[src/rtl/span_clip_pkg.sv]
package span_clip_pkg;
  typedef enum logic {
    WS_IDLE = 1'b0,
    WS_WALK = 1'b1
  } walk_state_e;

  localparam int EXT_BITS = 3;
endpackage

[src/rtl/clip_rect_regs.sv]
module clip_rect_regs #(
  parameter int NRECT = 8,
  parameter int CW    = 16,
  localparam int RIW  = $clog2(NRECT)
) (
  input  logic                 clk,
  input  logic                 rst_n,
  input  logic                 we,
  input  logic [RIW-1:0]       widx,
  input  logic signed [CW-1:0] wx1,
  input  logic signed [CW-1:0] wy1,
  input  logic signed [CW-1:0] wx2,
  input  logic signed [CW-1:0] wy2,
  output logic signed [CW-1:0] rx1 [NRECT],
  output logic signed [CW-1:0] ry1 [NRECT],
  output logic signed [CW-1:0] rx2 [NRECT],
  output logic signed [CW-1:0] ry2 [NRECT]
);
  for (genvar g = 0; g < NRECT; g++) begin : g_slot
    always_ff @(posedge clk) begin
      if (!rst_n) begin
        rx1[g] <= '0;
        ry1[g] <= '0;
        rx2[g] <= '0;
        ry2[g] <= '0;
      end else if (we && widx == RIW'(g)) begin
        rx1[g] <= wx1;
        ry1[g] <= wy1;
        rx2[g] <= wx2;
        ry2[g] <= wy2;
      end
    end
  end
endmodule

[src/rtl/span_clip_core.sv]
module span_clip_core #(
  parameter int CW = 16,
  parameter int NW = 16,
  parameter int EW = CW + 3
) (
  input  logic signed [CW-1:0] x,
  input  logic signed [CW-1:0] y,
  input  logic [NW-1:0]        n,
  input  logic [NW-1:0]        idx,
  input  logic signed [EW-1:0] minx,
  input  logic signed [EW-1:0] miny,
  input  logic signed [EW-1:0] maxx,
  input  logic signed [EW-1:0] maxy,
  output logic signed [CW-1:0] ox,
  output logic [NW-1:0]        on,
  output logic [NW-1:0]        oidx
);
  logic signed [EW-1:0] xe, ye, ne;
  logic signed [EW-1:0] xa, na, skip;
  logic [NW-1:0]        ia;

  assign xe = EW'(x);
  assign ye = EW'(y);
  assign ne = $signed({{(EW-NW){1'b0}}, n});

  always_comb begin
    xa   = xe;
    na   = ne;
    ia   = idx;
    skip = '0;
    if (ye < miny || ye >= maxy) begin
      na = '0;
    end else begin
      if (xa < minx) begin
        skip = minx - xa;
        ia   = idx + NW'(skip);
        na   = na - skip;
        xa   = minx;
        if (na < 0) na = '0;
      end
      if (xa + na >= maxx) begin
        na = maxx - xa;
        if (na < 0) na = '0;
      end
    end
  end

  assign ox   = CW'(xa);
  assign on   = NW'(na);
  assign oidx = ia;
endmodule

[src/rtl/pixel_hit.sv]
module pixel_hit #(
  parameter int CW = 16,
  parameter int EW = CW + 3
) (
  input  logic                 active,
  input  logic signed [CW-1:0] px,
  input  logic signed [CW-1:0] py,
  input  logic signed [EW-1:0] minx,
  input  logic signed [EW-1:0] miny,
  input  logic signed [EW-1:0] maxx,
  input  logic signed [EW-1:0] maxy,
  output logic                 hit
);
  logic signed [EW-1:0] pxe, pye;
  assign pxe = EW'(px);
  assign pye = EW'(py);
  assign hit = active && (pxe >= minx) && (pxe < maxx) &&
               (pye >= miny) && (pye < maxy);
endmodule

[src/rtl/span_clipper.sv]
module span_clipper
  import span_clip_pkg::*;
#(
  parameter int NRECT = 8,
  parameter int CW    = 16,
  parameter int NW    = 16,
  localparam int RIW  = $clog2(NRECT),
  localparam int KW   = $clog2(NRECT + 1),
  localparam int EW   = CW + EXT_BITS
) (
  input  logic                 clk,
  input  logic                 rst_n,
  input  logic                 cfg_we,
  input  logic [RIW-1:0]       cfg_idx,
  input  logic signed [CW-1:0] cfg_x1,
  input  logic signed [CW-1:0] cfg_y1,
  input  logic signed [CW-1:0] cfg_x2,
  input  logic signed [CW-1:0] cfg_y2,
  input  logic [KW-1:0]        cfg_count,
  input  logic signed [CW-1:0] win_x,
  input  logic signed [CW-1:0] win_y,
  input  logic signed [CW-1:0] height,
  input  logic                 in_valid,
  output logic                 in_ready,
  input  logic signed [CW-1:0] in_x,
  input  logic signed [CW-1:0] in_y,
  input  logic [NW-1:0]        in_n,
  input  logic [NW-1:0]        in_idx,
  output logic                 out_valid,
  input  logic                 out_ready,
  output logic signed [CW-1:0] out_x,
  output logic signed [CW-1:0] out_y,
  output logic [NW-1:0]        out_n,
  output logic [NW-1:0]        out_idx,
  output logic [RIW-1:0]       out_rect,
  output logic                 out_last,
  input  logic signed [CW-1:0] pt_x,
  input  logic signed [CW-1:0] pt_y,
  output logic                 pt_inside,
  input  logic signed [CW-1:0] fl_y,
  output logic signed [CW-1:0] fl_out
);
  logic signed [CW-1:0] sx1 [NRECT];
  logic signed [CW-1:0] sy1 [NRECT];
  logic signed [CW-1:0] sx2 [NRECT];
  logic signed [CW-1:0] sy2 [NRECT];
  logic signed [EW-1:0] wminx [NRECT];
  logic signed [EW-1:0] wminy [NRECT];
  logic signed [EW-1:0] wmaxx [NRECT];
  logic signed [EW-1:0] wmaxy [NRECT];
  logic [NRECT-1:0]     hits;
  logic [KW-1:0]        eff_count;

  walk_state_e          state;
  logic [RIW-1:0]       cursor;
  logic signed [CW-1:0] h_x, h_y;
  logic [NW-1:0]        h_n, h_idx;

  clip_rect_regs #(.NRECT(NRECT), .CW(CW)) u_regs (
    .clk(clk), .rst_n(rst_n), .we(cfg_we), .widx(cfg_idx),
    .wx1(cfg_x1), .wy1(cfg_y1), .wx2(cfg_x2), .wy2(cfg_y2),
    .rx1(sx1), .ry1(sy1), .rx2(sx2), .ry2(sy2)
  );

  assign eff_count = (cfg_count > KW'(NRECT)) ? KW'(NRECT) : cfg_count;

  for (genvar g = 0; g < NRECT; g++) begin : g_win
    assign wminx[g] = EW'(sx1[g]) - EW'(win_x);
    assign wminy[g] = EW'(sy1[g]) - EW'(win_y);
    assign wmaxx[g] = EW'(sx2[g]) - EW'(win_x);
    assign wmaxy[g] = EW'(sy2[g]) - EW'(win_y);

    pixel_hit #(.CW(CW), .EW(EW)) u_hit (
      .active(KW'(g) < eff_count),
      .px(pt_x), .py(pt_y),
      .minx(wminx[g]), .miny(wminy[g]), .maxx(wmaxx[g]), .maxy(wmaxy[g]),
      .hit(hits[g])
    );
  end

  assign pt_inside = |hits;
  assign fl_out    = CW'(height - fl_y - CW'(1));

  always_ff @(posedge clk) begin
    if (!rst_n) begin
      state  <= WS_IDLE;
      cursor <= '0;
      h_x    <= '0;
      h_y    <= '0;
      h_n    <= '0;
      h_idx  <= '0;
    end else if (state == WS_IDLE) begin
      if (in_valid) begin
        h_x   <= in_x;
        h_y   <= in_y;
        h_n   <= in_n;
        h_idx <= in_idx;
        if (eff_count != '0) begin
          state  <= WS_WALK;
          cursor <= RIW'(eff_count - KW'(1));
        end
      end
    end else if (out_ready) begin
      if (cursor == '0) state <= WS_IDLE;
      else              cursor <= cursor - RIW'(1);
    end
  end

  assign in_ready  = (state == WS_IDLE);
  assign out_valid = (state == WS_WALK);
  assign out_last  = out_valid && (cursor == '0);
  assign out_rect  = cursor;
  assign out_y     = h_y;

  span_clip_core #(.CW(CW), .NW(NW), .EW(EW)) u_core (
    .x(h_x), .y(h_y), .n(h_n), .idx(h_idx),
    .minx(wminx[cursor]), .miny(wminy[cursor]),
    .maxx(wmaxx[cursor]), .maxy(wmaxy[cursor]),
    .ox(out_x), .on(out_n), .oidx(out_idx)
  );
endmodule

[config.mk]
export PLATFORM = sky130hd
export DESIGN_NAME = span_clipper
export DESIGN_NICKNAME = d
export VERILOG_FILES = /design/src/rtl/span_clip_pkg.sv /design/src/rtl/clip_rect_regs.sv /design/src/rtl/span_clip_core.sv /design/src/rtl/pixel_hit.sv /design/src/rtl/span_clipper.sv
export SDC_FILE = /design/constraint.sdc
export NUM_CORES = 2
export LEC_CHECK = 0
export BUFFER_PORTS_ARGS = -buffer_cell sky130_fd_sc_hd__buf_4
export CAP_MARGIN = 25
export CELL_PAD_IN_SITES_DETAIL_PLACEMENT = 1
export CELL_PAD_IN_SITES_GLOBAL_PLACEMENT = 1
export CORE_ASPECT_RATIO = 1.1
export CORE_UTILIZATION = 44
export CTS_CLUSTER_DIAMETER = 50
export DETAILED_ROUTE_END_ITERATION = 6
export GPL_ROUTABILITY_DRIVEN = 0
export GPL_TIMING_DRIVEN = 1
export PLACE_DENSITY_LB_ADDON = 0.12
export SKIP_CTS_REPAIR_TIMING = 1
export SLEW_MARGIN = 20
export SYNTH_ARGS = -nofsm -noshare
export SYNTH_HDL_FRONTEND = slang
export SYNTH_SLANG_ARGS = --single-unit
export TNS_END_PERCENT = 100
[constraint.sdc]
create_clock -name clk -period 12.4 [get_ports clk]
set_input_delay 1.24 -clock clk [delete_from_list [all_inputs] [get_ports clk]]
set_output_delay 1.24 -clock clk [all_outputs]
set_load 0.02 [all_outputs]
==> impl_metrics.py <==
metrics = {
    "drt": {
        "drt_first_pass_iters": 6,
        "via_count": 68620,
        "route.detailed.drc": 0,
        "drtIter0Drc": 5034,
        "final_antenna_net_count": 0,
        "avgRoutedWirePerCell_microns": 26.36,
        "wl_microns": 289400,
        "drt-vias-per-instance": 6.251,
    },
    "yosys": {
        "synth_edf_count": 0,
        "synth_common_cells": "1450 x nand2_1, 1191 x ha_1, 600 x a21boi_0",
        "synth_flop_cell": "dfxtp_1",
        "async_reset_ff_share_pct": 0,
        "synthTopCellsByArea": "ha_1 23%, dfxtp_1 18%, nand2_1 8.3%",
        "ys_warn_count": 0,
        "synth_top_area_share_pct": 22.61,
        "syn_inst": 8288,
        "yosysMostFrequentCell": "nand2_1",
        "synth_cell_types": 89,
        "synth_seq_area_share_pct": 17.62,
        "synth_fp_nets": 9753,
        "netlist_area_sq_mm": 0.06591,
        "synth_top_area_cell": "ha_1",
        "syn_area_per_cell_sq_um": 7.953,
        "ys_ff_latch": 580,
    },
    "pwr": {
        "ir_drop_mv": 0.1140,
        "powerDensity_mw_per_mm2": 137.4,
        "finalPower_mw": 10.82,
        "p_leak_nw": 35.32,
    },
    "cts": {
        "numCtsBuffers": 107,
        "clock_latency_ns": 0.78,
        "clock-sinks": 580,
        "clock_path_buffers": 3,
        "cts.reportedPaths.clkPinSlew_ns": 0.05,
        "cts-root-buf": "clkbuf_16",
        "cts_tree": "built",
        "htree_levels": 3,
    },
    "floorplanning": {
        "ios": 323,
        "die_y_microns": 407.9,
        "core-area_sq_mm": 0.1483,
        "die_area_sq_mm": 0.1514,
        "start_util_pct": 44.44,
        "rows": 148,
        "die_w_microns": 371.0,
    },
    "placed_design": {
        "io_buffers": 322,
        "hpwl_microns": 223300,
        "dp.cells": 10750,
    },
    "worst_setup_path": {
        "cp_slowest_stage_delay_ns": 0.52,
        "worstPathMaxFanout": 6,
        "arrival_ns": 11.56,
        "critPathLaunch": "win_x[1]",
        "crit_path_end_kind": "primary output",
        "critical_path_required_ns": 11.16,
        "reg2reg_from": "out_valid$_SDFF_PN0_",
        "path_common_cell": "buf_4",
        "start_kind": "input port",
        "critical_path.slowest_cell": "mux4_2",
        "crit_type": "input port to primary output",
    },
    "global_route": {
        "grt_max_degree": 122,
        "grt_usage_pct": 37.00,
        "grt-ovfl-total": 0,
        "grt_pass1_vias": 71050,
        "grt_pass1_wl_microns": 428600,
        "grt_antenna_before_repair": 25,
    },
    "layout": {
        "nets": 10400,
        "fin_cells": 10980,
        "nFillCells": 17910,
        "area_delta_synth_final_pct": 19.47,
        "drive_above_1_share_pct": 15.54,
        "fin_util_pct": 53.09,
    },
    "sta": {
        "fin_setup_tns_ns": -5.597,
        "hold_viol": 0,
        "timing.hold.ws_ns": 0.4640,
        "worstMarginPinSlew_ns": 1.159,
        "period_share_pct": 103.2,
        "min_period_ns": 12.80,
        "fin_ws_ns": -0.3972,
        "worst_clock_skew_ns": 0.03821,
        "setup_viol": 16,
        "rsz0062_at_grt": "yes",
        "relSlewSlack_pct": 22.71,
        "timing.fmax_mhz": 78.14,
        "maxSlewViolCount": 0,
    },
    "status": {
        "failed_checks": "negative setup slack",
        "status": "complete, but fails checks",
    },
    "hold_path": {
        "hold_path_class": "flip-flop to flip-flop",
        "hp-start": "u_regs.rx2[112]$_SDFFE_PN0P_",
    },
    "run": {
        "cap_violations": 0,
    },
}
[stage by stage]
stage / instance area [sq um] / worst slack, ns
2_1_floorplan: 66230 / 0.04242
3_3_place_gp: 73920 / -0.8155
3_5_place_dp: 73960 / -1.193
4_1_cts: 77840 / -1.263
5_1_grt: 78740 / -0.7726
6_report: 78750 / -0.3972
[worst max-delay path, delay by kind of cell]
family | cells | cell delay, ns
multiplexers | 2 | 0.73
adder cells (fa/ha/maj) | 6 | 1.95
XOR/XNOR | 3 | 0.42
AND/OR/NAND/NOR | 8 | 1.19
AO/OA/AOI/OAI | 23 | 4.50
buffers and inverters | 10 | 1.48
[power by group]
| group | internal [mW] | switching, mW |
|---|---|---|
| sequential | 1.92 | 0.0665 |
| combinational | 2.35 | 3.25 |
| clock | 2.01 | 1.22 |
[kinds of logic after synthesis]
kind of cell               synth area share, %
adders and majority gates                23.78
buffers and inverters                    4.332
DFF                                      17.62
muxes                                    4.656
and+or+nand+nor                          18.15
xor gates and xnor gates                 6.405
AOI/OAI and AO/OA                        25.06
[sequential cells by signal (all words and copies together) (netlist names)]
name        count
u_regs.rx2    128
h_x            16
u_regs.rx1    128
u_regs.ry1    128
out_rect        3
out_valid       1
h_n            16
h_idx          16
out_y          16
u_regs.ry2    128
[per-layer routing]
metal | track usage, % | wire length, microns | up-vias
met5 | 0 | 182 | -
met1 | 48.13 | 124600 | 34310
met4 | 15.11 | 12530 | 28
met3 | 5.733 | 20660 | 660
li1 | - | - | 31200
met2 | 60.57 | 131400 | 2419
[final timing paths]
check / depth (start not counted) / endpoint / slack (ns)
worst min-delay path: 2 / u_regs.rx2[112]$_SDFFE_PN0P_ / 0.46
worst max register to register: 6 / out_rect[2]$_SDFFE_PN0P_ / 9.52
worst max-delay path: 52 / out_n[15] / -0.40
worst min register to register: 2 / u_regs.rx2[112]$_SDFFE_PN0P_ / 0.46
[cell usage in the layout, fill, tap and decap left out, types with 26 or more instances in the layout]
master and count:
o31a_1 28, inv_1 407, a31oi_1 77, fa_1 33, ha_1 1177, o31ai_1 47
and3_1 52, nand2b_1 108, clkbuf_16 110, o211ai_1 51, and2_1 43, o2111ai_1 26
nor4_1 28, mux2_2 33, nor3_1 143, or2_2 34, a21o_1 237, a211o_1 30
xnor2_1 258, nand4_1 66, a21oi_1 396, o21ai_0 322, dfxtp_1 577, nand3_1 109
o21a_1 151, nor2_1 382, a21boi_0 597, xor2_1 212, nand2_1 1444, or3_1 48
mux2i_1 47, a211oi_1 72, buf_4 820, nor2b_1 119, mux4_2 98, o21bai_1 54
[area by class of cell]
type                    count  area (sq um)  share of cell area, %
multi-input cells        6971         52450                  66.61
flip-flops and latches    580         11620                  14.76
repair buffers            859          6778                  8.607
clock buffers             126          2910                  3.696
well taps                1950          2440                  3.098
inverters                 415          1567                  1.989
clock inverters            73         969.7                  1.231
diodes                      4         10.01                0.01271
Power figures use the tool's default switching activity.
